`config.mk`:
```
export PLATFORM = sky130hd
export DESIGN_NAME = tz_count_unit
export DESIGN_NICKNAME = d
export VERILOG_FILES = /design/src/rtl/tzc_pkg.sv /design/src/rtl/tzc_leaf4.sv /design/src/rtl/tzc_prio_tree.sv /design/src/rtl/tzc_size_mask.sv /design/src/rtl/tz_count_unit.sv
export SDC_FILE = /design/constraint.sdc
export NUM_CORES = 1
export LEC_CHECK = 0
export BUFFER_PORTS_ARGS = -buffer_cell sky130_fd_sc_hd__buf_4
export CAP_MARGIN = 20
export CORE_ASPECT_RATIO = 0.9
export CORE_UTILIZATION = 41
export DETAILED_ROUTE_END_ITERATION = 8
export GPL_TIMING_DRIVEN = 0
export PLACE_DENSITY = 0.72
export SLEW_MARGIN = 25
export SYNTH_ARGS = -nofsm -noshare
export SYNTH_HDL_FRONTEND = slang
export SYNTH_HIERARCHICAL = 1
export SYNTH_SLANG_ARGS = --single-unit
export TNS_END_PERCENT = 5
```
`constraint.sdc`:
```
create_clock -name clk -period 5.4 [get_ports clk]
set_input_delay 1.35 -clock clk [delete_from_list [all_inputs] [get_ports clk]]
set_output_delay 1.35 -clock clk [all_outputs]
set_load 0.03 [all_outputs]
```
`src/rtl/tzc_pkg.sv`:
```
// Package: shared operand-size encoding for the trailing zero count unit.
// Assumes the full datapath width is a multiple of 4, so the quarter and
// half widths are whole numbers.
package tzc_pkg;

    // Operand width select; both upper codes mean the full width.
    typedef enum logic [1:0] {
        SZ_QUARTER = 2'b00,
        SZ_HALF    = 2'b01,
        SZ_FULL    = 2'b10,
        SZ_FULL_B  = 2'b11
    } size_sel_e;

    // Number of operand bits selected by a size code, for datapath width full_w.
    function automatic int unsigned op_bits(input size_sel_e s, input int unsigned full_w);
        case (s)
            SZ_QUARTER: op_bits = full_w / 4;
            SZ_HALF:    op_bits = full_w / 2;
            default:    op_bits = full_w;
        endcase
    endfunction

endpackage

```
`src/rtl/tzc_leaf4.sv`:
```
// Leaf encoder: finds the lowest set bit of a 4-bit group.
// Assumes nothing about the input; idx is 3 when the group is all zero,
// and a parent must qualify it with any.
module tzc_leaf4 (
    input  logic [3:0] nib,
    output logic       any,
    output logic [1:0] idx
);

    // Priority pick of the lowest set bit within the group.
    always_comb begin
        any = |nib;
        if (nib[0])      idx = 2'd0;
        else if (nib[1]) idx = 2'd1;
        else if (nib[2]) idx = 2'd2;
        else             idx = 2'd3;
    end

endmodule

```
`src/rtl/tzc_prio_tree.sv`:
```
// Log-depth lowest-set-bit search. Leaves are 4-bit encoders. Pairs of
// nodes are merged level by level, so the tree is a heap with the root at
// index 0. Assumes VEC_W is a power of two and at least 8.
module tzc_prio_tree #(
    parameter int unsigned VEC_W = 64,
    localparam int unsigned IDX_W = $clog2(VEC_W)
) (
    input  logic [VEC_W-1:0] vec,
    output logic             any,
    output logic [IDX_W-1:0] idx
);

    localparam int unsigned LEAVES = VEC_W / 4;
    localparam int unsigned LEVELS = $clog2(LEAVES);
    localparam int unsigned NODES  = 2 * LEAVES - 1;

    logic [NODES-1:0] node_any;
    logic [IDX_W-1:0] node_idx [NODES];

    // Leaf row: one encoder for each nibble, stored at the bottom of the heap.
    for (genvar g = 0; g < LEAVES; g++) begin : g_leaf
        logic [1:0] leaf_idx;
        tzc_leaf4 u_leaf (
            .nib (vec[4*g +: 4]),
            .any (node_any[LEAVES-1+g]),
            .idx (leaf_idx)
        );
        assign node_idx[LEAVES-1+g] = IDX_W'(leaf_idx);
    end

    // Merge rows: the lower child wins. Otherwise the upper child's index is
    // offset by the span of the lower child, which sets bit lvl+1.
    for (genvar lvl = 1; lvl <= LEVELS; lvl++) begin : g_lvl
        localparam int unsigned BASE  = (LEAVES >> lvl) - 1;
        localparam int unsigned CBASE = (LEAVES >> (lvl - 1)) - 1;
        for (genvar n = 0; n < (LEAVES >> lvl); n++) begin : g_node
            assign node_any[BASE+n] = node_any[CBASE+2*n] | node_any[CBASE+2*n+1];
            assign node_idx[BASE+n] = node_any[CBASE+2*n]
                                    ? node_idx[CBASE+2*n]
                                    : (node_idx[CBASE+2*n+1] | IDX_W'(1 << (lvl + 1)));
        end
    end

    assign any = node_any[0];
    assign idx = node_idx[0];

endmodule

```
`src/rtl/tzc_size_mask.sv`:
```
// Operand-size decode: turns the size code into a bit mask over the
// datapath and the width as a count value. Assumes DATA_W is a multiple of 4.
module tzc_size_mask #(
    parameter int unsigned DATA_W = 64,
    localparam int unsigned CNT_W = $clog2(DATA_W) + 1
) (
    input  logic [1:0]        size_sel,
    output logic [DATA_W-1:0] mask,
    output logic [CNT_W-1:0]  width
);

    import tzc_pkg::*;

    int unsigned sel_bits;

    // Width decode, then a thermometer mask with ones below the width.
    always_comb begin
        sel_bits = op_bits(size_sel_e'(size_sel), DATA_W);
        width    = CNT_W'(sel_bits);
        for (int i = 0; i < DATA_W; i++) begin
            mask[i] = (i < int'(sel_bits));
        end
    end

endmodule

```
`src/rtl/tz_count_unit.sv`:
```
// Trailing zero count execution unit. It masks the source to the selected
// width, runs the lowest-set-bit tree, applies the count-mode or
// legacy-scan-mode result and flag rules, and registers everything with a
// single valid bit. Assumes inputs are stable around the rising edge. The
// reset is synchronous and active-low.
module tz_count_unit #(
    parameter int unsigned DATA_W = 64,
    localparam int unsigned IDX_W = $clog2(DATA_W),
    localparam int unsigned CNT_W = IDX_W + 1
) (
    input  logic              clk,
    input  logic              rst_n,
    input  logic              in_valid,
    input  logic [DATA_W-1:0] in_src,
    input  logic [1:0]        in_size,
    input  logic              in_legacy,
    input  logic [DATA_W-1:0] in_old_dest,
    output logic              out_valid,
    output logic [DATA_W-1:0] out_result,
    output logic              out_cf,
    output logic              out_zf,
    output logic              out_of,
    output logic              out_sf,
    output logic              out_pf,
    output logic              out_af
);

    import tzc_pkg::*;

    logic [DATA_W-1:0] size_mask;
    logic [CNT_W-1:0]  size_width;
    logic [DATA_W-1:0] src_masked;
    logic              tree_any;
    logic [IDX_W-1:0]  tree_idx;
    logic              src_zero;
    logic [CNT_W-1:0]  count;
    logic [DATA_W-1:0] res_d;
    logic              cf_d;
    logic              zf_d;
    logic              legacy_q;
    logic [1:0]        size_q;

    tzc_size_mask #(.DATA_W(DATA_W)) u_size (
        .size_sel (in_size),
        .mask     (size_mask),
        .width    (size_width)
    );

    assign src_masked = in_src & size_mask;

    tzc_prio_tree #(.VEC_W(DATA_W)) u_tree (
        .vec (src_masked),
        .any (tree_any),
        .idx (tree_idx)
    );

    // Result and flag selection for count mode and legacy scan mode.
    always_comb begin
        src_zero = ~tree_any;
        count    = src_zero ? size_width : {1'b0, tree_idx};
        if (in_legacy) begin
            res_d = src_zero ? in_old_dest : DATA_W'(count);
            cf_d  = 1'b0;
            zf_d  = src_zero;
        end else begin
            res_d = DATA_W'(count);
            cf_d  = src_zero;
            zf_d  = (count == '0);
        end
    end

    // Output register: loads on in_valid and holds otherwise.
    always_ff @(posedge clk) begin
        if (!rst_n) begin
            out_valid  <= 1'b0;
            out_result <= '0;
            out_cf     <= 1'b0;
            out_zf     <= 1'b0;
            legacy_q   <= 1'b0;
            size_q     <= 2'b00;
        end else begin
            out_valid <= in_valid;
            if (in_valid) begin
                out_result <= res_d;
                out_cf     <= cf_d;
                out_zf     <= zf_d;
                legacy_q   <= in_legacy;
                size_q     <= in_size;
            end
        end
    end

    // Flags with no defined meaning are tied low.
    assign out_of = 1'b0;
    assign out_sf = 1'b0;
    assign out_pf = 1'b0;
    assign out_af = 1'b0;

    // the tree index points at a set bit with only zeros below it.
    p_first_one_r1: assert property (@(posedge clk) disable iff (!rst_n)
        tree_any |-> (src_masked[tree_idx] &&
                      ((src_masked & ((DATA_W'(1) << tree_idx) - DATA_W'(1))) == '0)));

    // the tree reports no set bit only when the masked source is empty.
    p_zero_src_r2: assert property (@(posedge clk) disable iff (!rst_n)
        !tree_any |-> (src_masked == '0));

    // a carry in count mode comes with a result equal to the stored width.
    p_cf_width_r2: assert property (@(posedge clk) disable iff (!rst_n)
        (out_valid && !legacy_q && out_cf) |->
            (out_result == DATA_W'(op_bits(size_sel_e'(size_q), DATA_W))));

    // carry and zero flags are never both set in count mode.
    p_flag_excl_r4: assert property (@(posedge clk) disable iff (!rst_n)
        (out_valid && !legacy_q) |-> !(out_cf && out_zf));

    // legacy mode never reports carry.
    p_legacy_cf_r7: assert property (@(posedge clk) disable iff (!rst_n)
        (out_valid && legacy_q) |-> !out_cf);

    // out_valid follows in_valid by one cycle.
    p_valid_rise_r9: assert property (@(posedge clk) disable iff (!rst_n)
        in_valid |=> out_valid);
    p_valid_fall_r9: assert property (@(posedge clk) disable iff (!rst_n)
        !in_valid |=> !out_valid);

    // an idle cycle leaves the result and flags untouched.
    p_hold_r10: assert property (@(posedge clk) disable iff (!rst_n)
        !in_valid |=> ($stable(out_result) && $stable(out_cf) && $stable(out_zf)));

    // any count result fits the count range.
    p_count_range_r11: assert property (@(posedge clk) disable iff (!rst_n)
        (out_valid && !legacy_q) |-> (out_result <= DATA_W'(DATA_W)));

endmodule

```
Yosys cells after proc, flatten, opt, wreduce, memory -nomap -nowiden
Cells that the tools add are included.
W data, S select, Z words.
{"block": "word_totals", "register_bits": 67, "input_bits": 134, "word_cells": 173}
{"block": "classes", "n_bitwise": 17, "order_cmp": 64, "mux": 69, "n_eq_ne": 1, "reduce_logical": 18}
{"operator": "$lt A6 B7 Y1 const A", "count": 32}
{"operator": "$mux W64", "count": 2}
{"operator": "$lt A5 B7 Y1 const A", "count": 16}
{"operator": "$and A64 B64 Y64", "count": 1}
{"operator": "$mux W2", "count": 32}
{"operator": "$reduce_or A4 Y1", "count": 16}
{"operator": "$lt A4 B7 Y1 const A", "count": 8}
{"operator": "$lt A3 B7 Y1 const A", "count": 4}
{"operator": "$mux W3", "count": 8}
{"operator": "$mux W6", "count": 4}
{"operator": "$mux W1", "count": 18}
{"operator": "$or A1 B1 Y1", "count": 15}
{"operator": "$lt A1 B7 Y1 const A", "count": 2}
{"operator": "$lt A2 B7 Y1 const A", "count": 2}
{"operator": "$pmux W7 S2", "count": 1}
{"operator": "$mux W4", "count": 2}
{"operator": "$logic_not A7 Y1", "count": 1}
{"operator": "$mux W7", "count": 1}
{"operator": "$mux W5", "count": 1}
{"operator": "$eq A2 B1 Y1 const B", "count": 1}
{"operator": "$logic_not A2 Y1", "count": 1}
{"operator": "$not A1 Y1", "count": 1}

Depth between registers and ports, before layout
Gate-level depths: netlist (run 1).
{"block": "logic_depth", "depth_word": 14, "depth_mapped": 16}

Cells and area by module
Netlist (run 1), hierarchy kept.
{"mod": "tz_count_unit", "n_inst": 1, "seq_area_each_um2": 1341.3, "area_per_inst_um2": 3005.4, "cells_per_inst": 312}
{"mod": "tzc_size_mask", "n_inst": 1, "seq_area_each_um2": 0.0, "area_per_inst_um2": 543.0, "cells_per_inst": 74}
{"mod": "tzc_prio_tree", "n_inst": 1, "seq_area_each_um2": 0.0, "area_per_inst_um2": 449.2, "cells_per_inst": 69}
{"mod": "tzc_leaf4", "n_inst": 16, "seq_area_each_um2": 0.0, "area_per_inst_um2": 26.3, "cells_per_inst": 5}

Least setup slack after synthesis (run 1)
Ideal clock, no wire load.
{"block": "synth_timing", "kind": "input port to flip-flop", "from": "in in_size[1]", "to": "reg out_zf", "slack_ps": 729, "n_path_buf": 2, "cell_stages": 14, "arrival_ps": 4611, "path_cell_list": "or2_1 ha_1 nand2b_1 buf_4 and2_1 nor2_2 nand2_1 or4_4 buf_6 nor2b_4 a2111oi_0 or4b_1 o22ai_1 a32o_1"}
{"item": "start: declaration", "line": "tz_count_unit.sv:15", "source": "input logic [1:0] in_size,"}
{"item": "$eq A2 B1 Y1 / $logic_not A2 Y1 (equally long branches)", "line": "tzc_pkg.sv:16", "source": "case (s)"}
{"item": "$pmux W7 S2 (*)", "line": "tzc_pkg.sv:16"}
{"item": "$lt A6 B7 Y1 (*)", "line": "tzc_size_mask.sv:21", "source": "mask[i] = (i < int'(sel_bits));"}
{"item": "net size_mask[48]", "line": "tz_count_unit.sv:30", "source": "logic [DATA_W-1:0] size_mask;"}
{"item": "$and A64 B64 Y64 (*)", "line": "tz_count_unit.sv:49", "source": "assign src_masked = in_src & size_mask;"}
{"item": "$reduce_or A4 Y1 (*)", "line": "tzc_leaf4.sv:12", "source": "any = |nib;"}
{"item": "$or A1 B1 Y1 (*)", "line": "tzc_prio_tree.sv:37", "source": "assign node_any[BASE+n] = node_any[CBASE+2*n] | node_any[CBASE+2*n+1];"}
{"item": "$mux W4 (*)", "line": "tzc_prio_tree.sv:39", "source": "? node_idx[CBASE+2*n]"}
{"item": "$mux W5 (*)", "line": "tzc_prio_tree.sv:39"}
{"item": "$mux W6 (*)", "line": "tzc_prio_tree.sv:39"}
{"item": "net tree_idx[3]", "line": "tz_count_unit.sv:34", "source": "logic [IDX_W-1:0] tree_idx;"}
{"item": "$mux W7 (*)", "line": "tz_count_unit.sv:60", "source": "count = src_zero ? size_width : {1'b0, tree_idx};"}
{"item": "$logic_not A7 Y1 (*)", "line": "tz_count_unit.sv:68", "source": "zf_d = (count == '0);"}
{"item": "$mux W1 (*)", "line": "tz_count_unit.sv:61", "source": "if (in_legacy) begin"}
{"item": "end signal: assignment", "line": "tz_count_unit.sv:86", "source": "out_zf <= zf_d;"}
{"item": "end: declaration", "line": "tz_count_unit.sv:21", "source": "output logic out_zf,"}
The timed path passes the listed nets; every way through them passes the cells marked *.
A chain may end at the register's enable or synchronous reset.

Final worst setup path (run 1)
Same ends and word-level chain as after synthesis.

==> run metrics, run 1 <==
mean post-synth cell area=8.26 sq um; IO Port Bufs=198; RSZ-0062 raised after global routing=no; setup ws final=0.403 ns; DR vias=4028; Starting Density=42.6%; synthesized instance count=535; post-synthesis register bit count=67; Post-DP HPWL=9290 um; Setup Buffers After CTS=0; xor/xnor share of the synthesized area=0%; CP startpoint kind=primary input; CTS resizes=0; largest fanout on the critical path=18; CTS buffer count=9; GR Util All Layers=19.7%; FF-to-FF End=out_zf; CP peak stage delay=0.54 ns; Post-Synth Simple-Gate Area=25.7%; FP Rows=35; Yosys cell types=46; fraction of layout cells with a size suffix above 1=46.0%; Post-synth ARST share=0%; first-pass GRT wire length=17900 um; Buf/Inv on CP=3; Worst Hold Launch=out_result[5]; Synth Cell Area=4420 sq um; H-Tree Depth=3; sequential area share after synthesis=30.4%; Period minus WS final=5.00 ns; CP arrival=5.26 ns; Hold EP=out_result[5]; pre-CTS WS=0.0602 ns; final WL=11200 um; Critical-path top delay cell=or4_4; initial antenna violation count=0; kind of cell adding the most delay to the critical path=simple AND/OR/NAND/NOR gates; crit path capture type=flop; DRC=24; Fin. Hold Viols=0; Maximum Capacitance Violations=0; Ant. Diodes=0; Final Max Tran Viols=0; Max Buffers Root-to-Sink=2; most used cell, CP=buf_4; Root Driver=clkbuf_16; CP cell instances=buf_4, or2_1, ha_1, nand2b_1, buf_4, and2_1, nor2_1, nand2_1, or4_4, buf_6, nor2b_4, a2111oi_0, or4b_1, o22ai_1, a32o_1; Final Wtd Congestion=0.759; final period utilization=92.5%; Core Area=10400 sq um; grt ovf=0; R2R depth=3; status=finished with violations; Final ANT Viol Nets=0; flop2flop setup slack=4.47 ns; # hold bufs at CTS=0; area of the die=11200 sq um; drt wl/cell=12.6 um; Tightest Pin Transition=0.658 ns; P&R area growth vs syn=44.8%; maximum vdd drop=182 uV; fmax=0.200 GHz; fraction of the mapped netlist area in adder cells=0.283%; largest family of logic cells by synthesized area=simple AND/OR/NAND/NOR gates; I/O Pins=205; failing checks=DRC; Leakage Power=3.18 nW; First DRT Iteration DRCs=178; DR pass1 iterations=6; yosys warns=6; Final Setup Violations=0; pin count of the biggest net entering global routing=19; worst skew pair latency=0.32 ns; Die Width=111 um; Worst Hold Class=reg2reg; top_reg_cell synth=dfxtp_1; critical path type=in2reg; CTS tree=built; reg-to-reg startpoint=out_zf; Final Net Count=885; vias in the first global route=3922; post-detailed-route via-to-cell ratio=4.56; Worst-path clk slew=0.06 ns; post-synthesis mux area share=16.5%; Req. time, crit path=5.67 ns; CTS sink cnt=67; slew margin rel.=55.0%; EDFF count, synth=0; Setup TNS Final=0 ns; Compound-Gate Fraction of Synth Area=10.5%; Vert. Die Dim=100 um; power per standard cell area=234 nW/um^2; Fin Clk Skew=0 ns; cell count of the worst hold path=2
## metrics by stage
| stage | cell area [sq um] | cells | hold slack, ns | power, mW | utilization [%] |
|---|---|---|---|---|---|
| 6_report | 6400 | 884 | 0.486 | 1.49 | 61.6 |
| 5_1_grt | 6400 | 884 | 0.515 | 1.57 | 61.6 |
| 4_1_cts | 6400 | 884 | 0.491 | 1.51 | 61.6 |
| 3_5_place_dp | 6090 | 868 | 0.477 | 0.909 | 58.7 |
| 3_3_place_gp | 6090 | 868 | 0.467 | 0.901 | 58.7 |
| 2_1_floorplan | 4440 | 541 | 0.594 | 0.776 | - |
## routing by layer
metal | share of wire, % | vias up | routed length, um | global-route usage (%)
met2 | 50 | 101 | 5610 | 35.5
met3 | 5.9 | 11 | 662 | 4.45
met5 | 0 | - | 0 | 0
met1 | 42 | 1788 | 4720 | 23.4
li1 | - | 2128 | - | -
met4 | 1.5 | 0 | 162 | 6.44
## placed cells by master (no fill, tap or decap), types with 2 or more instances in the layout
cell type,instances
buf_4,274
a221oi_1,3
a21oi_2,16
o32ai_2,2
o311a_1,2
o211ai_1,3
nor4b_1,2
nor2_1,83
or2_1,2
o21ai_0,7
mux2i_1,65
inv_1,24
a211oi_1,8
nand3_1,5
clkbuf_16,9
inv_6,2
a21oi_1,6
nor2_2,16
nor2b_1,10
buf_2,7
mux2_2,7
nand2_1,28
nand2b_1,4
o21ai_2,3
dfxtp_1,67
nor3_1,2
conb_1,8
clkinv_4,2
and2_1,64
buf_6,2
## cell families (layout without fill, tap and decap cells)
| group | after synthesis | in the layout |
|---|---|---|
| compound gates | 59 | 59 |
| simple gates | 223 | 223 |
| buf+inv | 111 | 325 |
| fa+ha+maj | 1 | 1 |
| mux | 72 | 72 |
| other cells | 2 | 8 |
| flops | 67 | 67 |
## worst register-to-register path: stages (launching register included)
cell     delay [ns]
dfxtp_1        0.36
nor2_1         0.05
nor4b_1        0.27
a32o_1         0.19
## how the worst max path moves through the flow
stage / slack, ns / depth (start not counted) / to / start
2_1_floorplan: 0.73 / 14 / out_zf / in_size[1]
3_3_place_gp: 0.12 / 15 / out_zf / in_size[1]
3_5_place_dp: 0.06 / 15 / out_zf / in_size[1]
4_1_cts: 0.40 / 15 / out_zf / in_size[1]
5_1_grt: 0.17 / 15 / out_zf / in_size[1]
6_report: 0.40 / 15 / out_zf / in_size[1]
## state kept, by name, indices dropped and copies added (netlist names)
register	flops
out_result	64
out_cf	1
out_valid	1
out_zf	1
## report_power, final
| group | switching [mW] | leakage [nW] | total, mW | internal [mW] |
|---|---|---|---|---|
| logic | 0.174 | 2.49 | 0.377 | 0.204 |
| registers | 0.00852 | 0.546 | 0.519 | 0.511 |
| clock network | 0.233 | 0.149 | 0.598 | 0.365 |
## synthesized netlist by cell type (all sizes together), types with 2 or more instances
master / number / area share, %
a221oi: 3 / 0.59
inv: 25 / 2.1
or4: 2 / 0.42
buf: 85 / 14
nor2b: 11 / 1.7
nor3: 2 / 0.23
mux2i: 65 / 15
nand2: 28 / 2.4
mux2: 7 / 1.8
or2: 2 / 0.28
nand2b: 4 / 0.57
o32ai: 3 / 0.93
o211ai: 3 / 0.51
o311a: 2 / 0.45
a21oi: 22 / 3.9
conb: 2 / 0.17
nor2: 99 / 9.3
o21ai: 10 / 1.4
dfxtp: 67 / 30
nand3: 5 / 0.57
and2: 64 / 9.1
a211oi: 8 / 1.4
nor4b: 2 / 0.40
## cell type report
| type | instances | area (sq um) |
|---|---|---|
| Buffer | 86 | 632 |
| Fill cell | 901 | 3980 |
| Tap cell | 129 | 161 |
| Timing Repair Buffer | 198 | 1490 |
| Clock inverter | 7 | 83.8 |
| Inverter | 25 | 93.8 |
| Sequential cell | 67 | 1340 |
| Clock buffer | 9 | 225 |
| Multi-Input combinational cell | 363 | 2370 |
No activity file was read; power rests on OpenSTA's default activity.
==> run 2: changes to the inputs <==
Settings changed: REMOVE_ABC_BUFFERS set to 1.
==> run 2 against run 1 <==
Net effect:
- the flow still finishes with violations (DRC)
- clock skew is the same
- flip-flop and latch count is the same
- first-iteration DRC count grew 10%
- clock power shrank 1%
- routed wire length shrank 3.8%
- design area shrank 8.9%
- critical path type unchanged
- critical endpoint is now out_result[48]
- largest cell class unchanged
- highest routed layer unchanged
==> run metrics, run 2 (synthesis gave the netlist of run 1 again) <==
failing checks=DRC; critical path type=in2reg; largest fanout on the critical path=30 (+12); Starting Density=42.6% (unchanged); RSZ-0062 raised after global routing=no; initial antenna violation count=0 (unchanged); DRC=20 (-17%); Final Net Count=803 (-9.3%); internal power=1.07 mW (-1.1%); Worst Hold Class=reg2reg; Worst Hold Slack=0.475 ns (-0.0111 ns); Clock Power Share=41.1% (+1.1 points); CTS sink cnt=67 (unchanged); slew margin rel.=30.9% (-24 points); maximum vdd drop=148 uV (-19%); DR pass1 iterations=6 (unchanged); drt wl/cell=13.4 um (+6.1%); Maximum Capacitance Violations=0 (unchanged); Sw Ratio=25.6% (-2.1 points); post-detailed-route via-to-cell ratio=4.75 (+4.2%); Leakage Power=2.82 nW (-11%); # fillers=968 (+7.4%); Comb power frac=22.7% (-2.5 points); CTS tree=built; Largest register FFs=64 (unchanged); Post-DP HPWL=8560 um (-7.9%); Biggest register=out_result; Req. time, crit path=5.65 ns (-0.02 ns); # hold bufs at CTS=0 (unchanged); area of the die=11200 sq um (unchanged); CTS buffer count=9 (unchanged); sequential fraction of design power=36.2% (+1.5 points); vias in the first global route=3602 (-8.2%); FP Rows=35 (unchanged); fraction of layout cells with a size suffix above 1=39.1% (-6.9 points); Ant. Diodes=0 (unchanged); Vert. Die Dim=100 um (unchanged); pre-CTS WS=0.269 ns (+0.209 ns); setup ws final=0.570 ns (+0.168 ns); first-pass GRT wire length=16600 um (-7.1%); DR vias=3808 (-5.5%); Final ANT Viol Nets=0 (unchanged); Overall Power=1.44 mW (-4.0%); most common cell after layout, fill and taps aside=buf_4; Final Max Tran Viols=0 (unchanged); CP arrival=5.08 ns (-0.18 ns); crit path capture type=flop; Tightest Pin Transition=1.04 ns (+0.379 ns); final period utilization=89.4% (-3.1 points); commonest cells after routing, fill and taps aside=buf_4 (200), nor2_1 (83), dfxtp_1 (67); IO Port Bufs=200 (+1.0%); Setup Buffers After CTS=0 (unchanged); Final Setup Violations=0 (unchanged); Final Wtd Congestion=0.764 (+0.71%); GR Util All Layers=18.5% (-1.2 points); fmax=0.207 GHz (+3.5%); Max Buffers Root-to-Sink=2 (unchanged); Fin Clk Skew=0 ns (unchanged); grt ovf=0 (unchanged); Fin. Hold Viols=0 (unchanged); CP startpoint kind=primary input; Setup TNS Final=0 ns (unchanged); P&R area growth vs syn=31.9%; Worst-path clk slew=0.05 ns (about the same); Net Switching=0.368 mW (-11%); Core Area=10400 sq um (unchanged); power per standard cell area=246 nW/um^2 (+5.4%); status=finished with violations; CTS resizes=0 (unchanged); pin count of the biggest net entering global routing=65 (+46); Period minus WS final=4.83 ns (-0.168 ns); final WL=10700 um (-3.8%); Util after Layout=56.2% (-5.5 points); Die Width=111 um (unchanged); H-Tree Depth=3 (unchanged); Root Driver=clkbuf_16; worst skew pair latency=0.32 ns (about the same); First DRT Iteration DRCs=196 (+10%); I/O Pins=205 (unchanged)
[run 2: cell types whose count changed in the layout (fill, tap and decap cells not counted)]
cell / change
inv_6: -2
buf_4: -74
inv_8: -1
o21ai_4: +1
buf_8: +1
clkbuf_1: +2
o21ai_2: -1
buf_16: +1
clkinvlp_4: -1
buf_6: -2
clkinv_4: -2
buf_2: -7
clkbuf_8: +3
[run 2: through the flow]
| stage | std cells | instance area (sq um) |
|---|---|---|
| after detailed placement | 786 | 5520 |
| final | 802 | 5830 |
| after global placement | 784 | 5470 |
| after floorplan | 455 | 3810 |
| after CTS | 802 | 5830 |
| after global routing | 802 | 5830 |
[run 2: area by class of cell]
| cell class | instances | area, sq um | share of cell area [%] |
|---|---|---|---|
| clock buffer | 15 | 278 | 4.76 |
| clock inverter | 1 | 30.0 | 0.515 |
| inverter | 25 | 93.8 | 1.61 |
| timing repair buffer | 202 | 1540 | 26.5 |
| sequential | 67 | 1340 | 23.0 |
| multi-input combinational | 363 | 2380 | 40.8 |
| tap | 129 | 161 | 2.77 |
[run 2: critical path, cell delays in order]
cell	delay, ns
buf_4	0.13
or2_1	0.23
ha_1	0.38
nand2b_1	0.41
and2_1	0.25
nor2_2	0.12
nand2_1	0.15
or4_4	0.60
nor2b_4	0.21
nand2_1	0.36
and2b_4	0.41
o21ai_4	0.13
buf_16	0.20
nor2_1	0.12
[run 2: power by group through the flow]
stage / clock (mW) / combinational [mW] / sequential (mW)
2_1_floorplan: 0 / 0.151 / 0.561
3_3_place_gp: 0 / 0.316 / 0.529
3_5_place_dp: 0 / 0.326 / 0.530
4_1_cts: 0.605 / 0.327 / 0.520
5_1_grt: 0.624 / 0.356 / 0.521
6_report: 0.590 / 0.325 / 0.520
[run 2: final timing paths]
path,slack [ns],cells after the start,end,startpoint
setup / recovery,0.57,14,out_result[48],in_size[1]
hold / removal,0.48,2,out_result[5],out_result[5]
setup reg to reg,4.35,3,out_zf,out_zf
hold reg to reg,0.48,2,out_result[5],out_result[5]
[run 2: per-layer routing]
metal	part of all wire [%]	vias up	track usage (%)
met1	42	1720	22.4
met4	2.6	0	7.28
met2	50	104	31.9
met3	5.5	21	4.57
li1	-	1963	-
met5	0	-	0
